[src/rtl/mul_pkg.sv]
package mul_pkg;
  typedef enum logic {S_RUN = 1'b0, S_DONE = 1'b1} mul_state_t;
endpackage

[src/rtl/mul_adder.sv]
module mul_adder #(
  parameter int W = 32
) (
  input  logic [W-1:0] a_i,
  input  logic [W-1:0] b_i,
  output logic [W-1:0] sum_o,
  output logic         cout_o
);
  always_comb {cout_o, sum_o} = {1'b0, a_i} + {1'b0, b_i};
endmodule

[src/rtl/mul_mcand_reg.sv]
module mul_mcand_reg #(
  parameter int W = 32
) (
  input  logic         clk,
  input  logic         load_i,
  input  logic [W-1:0] d_i,
  output logic [W-1:0] q_o
);
  always_ff @(posedge clk) begin
    if (load_i) q_o <= d_i;
  end
endmodule

[src/rtl/mul_prod_reg.sv]
module mul_prod_reg #(
  parameter int W = 32
) (
  input  logic           clk,
  input  logic           load_i,
  input  logic           wen_i,
  input  logic           add_i,
  input  logic           shift_i,
  input  logic [W-1:0]   mplier_i,
  input  logic [W-1:0]   sum_i,
  input  logic           cout_i,
  output logic [2*W-1:0] prod_o
);
  localparam int PW = 2 * W;

  logic [W:0]    upper_ext;
  logic [PW:0]   full_ext;
  logic [PW-1:0] nxt;

  always_comb begin
    upper_ext = add_i ? {cout_i, sum_i} : {1'b0, prod_o[PW-1:W]};
    full_ext  = {upper_ext, prod_o[W-1:0]};
    nxt       = shift_i ? full_ext[PW:1] : full_ext[PW-1:0];
  end

  always_ff @(posedge clk) begin
    if (load_i)     prod_o <= {{W{1'b0}}, mplier_i};
    else if (wen_i) prod_o <= nxt;
  end

  // a load leaves the zero-extended multiplier in the register
  a_r1_load_image: assert property (@(posedge clk)
    load_i |=> (prod_o == {{W{1'b0}}, $past(mplier_i)}));

  // without a write strobe the product does not move
  a_r5_hold_product: assert property (@(posedge clk) disable iff (load_i)
    !wen_i |=> $stable(prod_o));

  // a shift with no add pulls a zero into the top bit
  a_r4_no_add_top_zero: assert property (@(posedge clk) disable iff (load_i)
    (wen_i && shift_i && !add_i) |=> !prod_o[PW-1]);
endmodule

[src/rtl/mul_ctrl.sv]
module mul_ctrl
  import mul_pkg::*;
#(
  parameter int W = 32
) (
  input  logic clk,
  input  logic rst,
  input  logic prod_lsb_i,
  output logic load_o,
  output logic add_o,
  output logic shift_o,
  output logic wen_o,
  output logic done_o
);
  localparam int CW = (W > 1) ? $clog2(W) : 1;
  localparam logic [CW-1:0] LAST = CW'(W - 1);

  mul_state_t    state;
  logic [CW-1:0] step;
  logic          running;

  always_ff @(posedge clk) begin
    if (rst) begin
      state <= S_RUN;
      step  <= '0;
    end else if (state == S_RUN) begin
      step <= step + 1'b1;
      if (step == LAST) state <= S_DONE;
    end
  end

  always_comb begin
    running = !rst && (state == S_RUN);
    load_o  = rst;
    wen_o   = running;
    shift_o = running;
    add_o   = running && prod_lsb_i;
    done_o  = (state == S_DONE);
  end

  // done is sticky until reset
  a_r5_done_sticky: assert property (@(posedge clk) disable iff (rst)
    done_o |=> done_o);

  // an add is only issued on a set product LSB within a write
  a_r3_add_qualified: assert property (@(posedge clk) disable iff (rst)
    add_o |-> (prod_lsb_i && wen_o && shift_o));

  // a reset edge always clears the done flag
  a_r7_reset_clears: assert property (@(posedge clk)
    rst |=> !done_o);
endmodule

[src/rtl/shiftadd_mul.sv]
module shiftadd_mul #(
  parameter int W = 32
) (
  input  logic           clk,
  input  logic           rst,
  input  logic [W-1:0]   mcand_i,
  input  logic [W-1:0]   mplier_i,
  output logic [2*W-1:0] product_o,
  output logic           done_o
);
  logic         load, add, shift, wen;
  logic [W-1:0] mcand_q, sum;
  logic         cout;

  mul_ctrl #(.W(W)) u_ctrl (
    .clk(clk), .rst(rst), .prod_lsb_i(product_o[0]),
    .load_o(load), .add_o(add), .shift_o(shift), .wen_o(wen), .done_o(done_o)
  );

  mul_mcand_reg #(.W(W)) u_mcand (
    .clk(clk), .load_i(load), .d_i(mcand_i), .q_o(mcand_q)
  );

  mul_adder #(.W(W)) u_add (
    .a_i(product_o[2*W-1:W]), .b_i(mcand_q), .sum_o(sum), .cout_o(cout)
  );

  mul_prod_reg #(.W(W)) u_prod (
    .clk(clk), .load_i(load), .wen_i(wen), .add_i(add), .shift_i(shift),
    .mplier_i(mplier_i), .sum_i(sum), .cout_i(cout), .prod_o(product_o)
  );

  // done never rises while reset holds
  a_r2_no_done_in_reset: assert property (@(posedge clk)
    rst |=> !done_o);
endmodule

[config.mk]
export PLATFORM = sky130hd
export DESIGN_NAME = shiftadd_mul
export DESIGN_NICKNAME = d
export VERILOG_FILES = /design/src/rtl/mul_pkg.sv /design/src/rtl/mul_adder.sv /design/src/rtl/mul_mcand_reg.sv /design/src/rtl/mul_prod_reg.sv /design/src/rtl/mul_ctrl.sv /design/src/rtl/shiftadd_mul.sv
export SDC_FILE = /design/constraint.sdc
export NUM_CORES = 1
export LEC_CHECK = 0
export BUFFER_PORTS_ARGS = -buffer_cell sky130_fd_sc_hd__buf_2
export CAP_MARGIN = 10
export CORE_AREA = 4 4 148 150
export DETAILED_ROUTE_END_ITERATION = 8
export DIE_AREA = 0 0 152 154
export GPL_TIMING_DRIVEN = 0
export SYNTH_ARGS = -nofsm -noshare
export SYNTH_HDL_FRONTEND = slang
export SYNTH_SLANG_ARGS = --single-unit
[constraint.sdc]
create_clock -name clk -period 2.3 [get_ports clk]
set_input_delay 0.46 -clock clk [delete_from_list [all_inputs] [get_ports clk]]
set_output_delay 0.46 -clock clk [all_outputs]
set_load 0.01 [all_outputs]
==> flow_metrics.tcl <==
set metrics [dict create \
    nNetsFinal 859 \
    setup_viol 18 \
    path_clk_slew_ps 80 \
    synth_top_area_cell "edfxtp_1" \
    max_freq_mhz 401 \
    hold_path.class "in -> reg" \
    routed-via-count 5180 \
    setup.worst_path.start "u_mcand.q_o[0]" \
    outcome "finished with violations" \
    coreArea_um2 20700 \
    synth_fp_nets 709 \
    path_max_fanout 4 \
    finalHoldViolations 0 \
    worst_slack_ps -192 \
    root_buffer "clkbuf_16" \
    post_layout_nonfiller_instances 1038 \
    syn_area_um2 6130 \
    whs_path_depth 1 \
    worstSkewPairLatency_ps 360 \
    first_pass_iters 5 \
    dieArea_um2 23400 \
    synth-main-ff-cell "edfxtp_1" \
    numCtsBuffers 9 \
    grt_usage_pct 14.9 \
    antenna_cells 0 \
    tightest_slew_ps 792 \
    syn_avg_cell_area_um2 10.1 \
    power.total_mw 6.51 \
    post-route-drc-count 0 \
    p_per_area_nw_per_um2 833 \
    grt_antenna_before_repair 0 \
    worstRegToRegCells 9 \
    ioPinCount 131 \
    cts-htree-levels 3 \
    wl_per_cell_um 17.2 \
    syn_inst 608 \
    fillers 2082 \
    netlist_top_cells_area "edfxtp_1, dfxtp_1, ha_1, mux2_2, a21oi_1" \
    place_congestion 0.872 \
    die_h_um 154 \
    die_w_um 152 \
    min_from "mcand_i[18]" \
    finalCriticalPeriod_ps 2490 \
    leakagePower_nw 3.22 \
    fin_worst_skew_ps 10.8 \
    viasPerCell 4.99 \
    seq_area_um2 2690 \
    reg2reg_from "u_mcand.q_o[0]" \
    stdcell_area_um2 7820 \
    relSlewSlack_pct 47.2 \
    cts_tree "built" \
    overflow 0 \
    start_kind "flip-flop" \
    required_ps 2520 \
    io_buffers 130 \
    end_kind "flip-flop" \
    grt_start_max_net_pins 34 \
    drv_cap 0 \
    row_count 53 \
    vdd_drop_max_mv 0.358 \
    cts.sinks 102 \
    synth-edff-count 64 \
    dr.first_iter.drc_count 334 \
    ant_nets 0 \
    clock_path_buffers 2 \
    placed_area_um2 7180 \
    dp_cells 1015 \
    violations "negative setup slack" \
    drv_slew 0 \
    hold_buffers 0 \
    drive_above_1_share_pct 37.9 \
    yosysWarningCount 0 \
    syn_to_final_growth_pct 27.6 \
    start_util_pct 29.6 \
    netlist.area_leader.share_pct 31.3 \
    yosysSeqAreaShare_pct 43.8 \
    grt_pass1_wl_um 27900 \
    multi_input_area_um2 3270 \
    routed_wl_um 17900 \
    async_flop_share_pct 0 \
    synthDistinctLibCells 62 \
    rsz0062_at_grt "true" \
    worstSetupPathType "reg -> reg" \
    hpwl_um 13300 \
    fin_crit_sh_pct 108 \
    crit_arrival_ps 2710 \
    grt_pass1_vias 5107 \
    ys_ff_latch 102 \
]
-- flip-flops by register name, indices dropped and copies added, names as in the netlist --
name	count
u_ctrl.done_o	1
u_mcand.q_o	32
u_prod.prod_o	64
u_ctrl.step	5
-- final cells by class --
cell class	count	area share [%]
Clock inverter	5	0.432
Clock buffer	11	3.10
Sequential cell	102	34.4
Multi-Input combinational cell	417	41.9
Tap cell	275	4.40
Inverter	21	1.01
Buffer	64	4.75
Timing Repair Buffer	143	10.1
-- critical path, cell delays in order, from the launching register on --
cell and delay, ps:
edfxtp_1 410, ha_4 190, buf_4 130, a211oi_2 270, o21ai_1 150, o311a_4 400
o21ba_4 240, o31ai_4 270, xor2_1 190, o22ai_1 90
-- Yosys cell counts (3+ instances only) --
| cell | n |
|---|---|
| nor3b_1 | 10 |
| mux2i_1 | 7 |
| edfxtp_1 | 64 |
| mux2_2 | 33 |
| o31ai_1 | 5 |
| nand4_1 | 11 |
| a21o_1 | 10 |
| buf_4 | 32 |
| a211oi_1 | 10 |
| nor2_1 | 43 |
| and2_1 | 3 |
| o22ai_1 | 8 |
| buf_1 | 5 |
| a21oi_1 | 62 |
| o21ai_0 | 19 |
| a221oi_1 | 8 |
| dfxtp_1 | 38 |
| nor3_1 | 13 |
| xor2_1 | 9 |
| nand2_1 | 33 |
| clkbuf_1 | 24 |
| xnor2_1 | 15 |
| o21a_1 | 6 |
| o211ai_1 | 8 |
| o21bai_1 | 13 |
| and3_1 | 6 |
| nand3_1 | 7 |
| nor2b_1 | 3 |
| buf_2 | 7 |
| a221o_1 | 5 |
| inv_1 | 21 |
| ha_1 | 34 |
-- through the flow --
step | worst slack (ps) | hold WS (ps) | setup TNS [ps] | utilization, %
global route | -288 | 253 | -4000 | 37.8
CTS | -285 | 256 | -2320 | 37.3
finish | -192 | 267 | -1870 | 37.8
floorplan | 11.2 | 470 | 0 | -
detailed placement | -709 | 503 | -41140 | 34.7
global placement | -802 | 484 | -54470 | 34.5
-- kinds of logic after synthesis --
family	Yosys count	share of synthesized area [%]
AOI/OAI and AO/OA	176	19.3
and+or+nand+nor	142	11.5
DFF	102	43.8
buffers and inverters	89	7.55
muxes	40	7.20
adders and majority gates	35	7.27
xor gates and xnor gates	24	3.43
-- where the power goes --
part / leakage [nW] / switching, mW / internal, mW / total, mW
combinational: 2.11 / 1.46 / 1.18 / 2.63
sequential: 0.969 / 0.209 / 2.20 / 2.41
clock: 0.136 / 0.705 / 0.766 / 1.47
total: 3.22 / 2.37 / 4.14 / 6.51
-- per-layer routing --
layer / track usage, % / routed length, µm
met1: 19.4 / 7940
met3: 2.62 / 799
met4: 5.39 / 357
met2: 25.0 / 8800
met5: 0 / 0
-- timing repair --
item	4_1_cts	5_1_grt
setup endpoints to repair	89	32
setup buffers	9	2
resized for setup	43	25
pin swaps	18	16
-- path summary, 6_finish.rpt --
path	endpoint	slack [ps]
max	u_prod.prod_o[62]	-190
min	u_mcand.q_o[18]	270
max reg2reg	u_prod.prod_o[62]	-190
min reg2reg	u_prod.prod_o[40]	510
-- placed cells by master, fill, tap and decap left out, types with 5 or more instances in the layout --
cell       instances
dfxtp_1           33
nor3_1            13
o211ai_1           8
nand4_1           11
a21oi_2            9
clkbuf_16          9
buf_2            136
nor3b_1           10
nor2_1            41
a221o_1            5
a21o_1            10
edfxtp_1          64
o21ai_1            5
buf_4             43
dfxtp_2            5
clkbuf_1          19
mux2_2            33
and3_1             5
o22ai_1            7
nand2_1           33
mux2i_1            7
o21bai_1          13
xnor2_1           15
ha_1              26
nand3_1            7
ha_2               6
inv_1             21
o21a_1             6
o21ai_0           12
buf_1              5
a21oi_1           51
a211oi_1           7
a221oi_1           5
xor2_1             9
(Power assumes the default switching activity.)
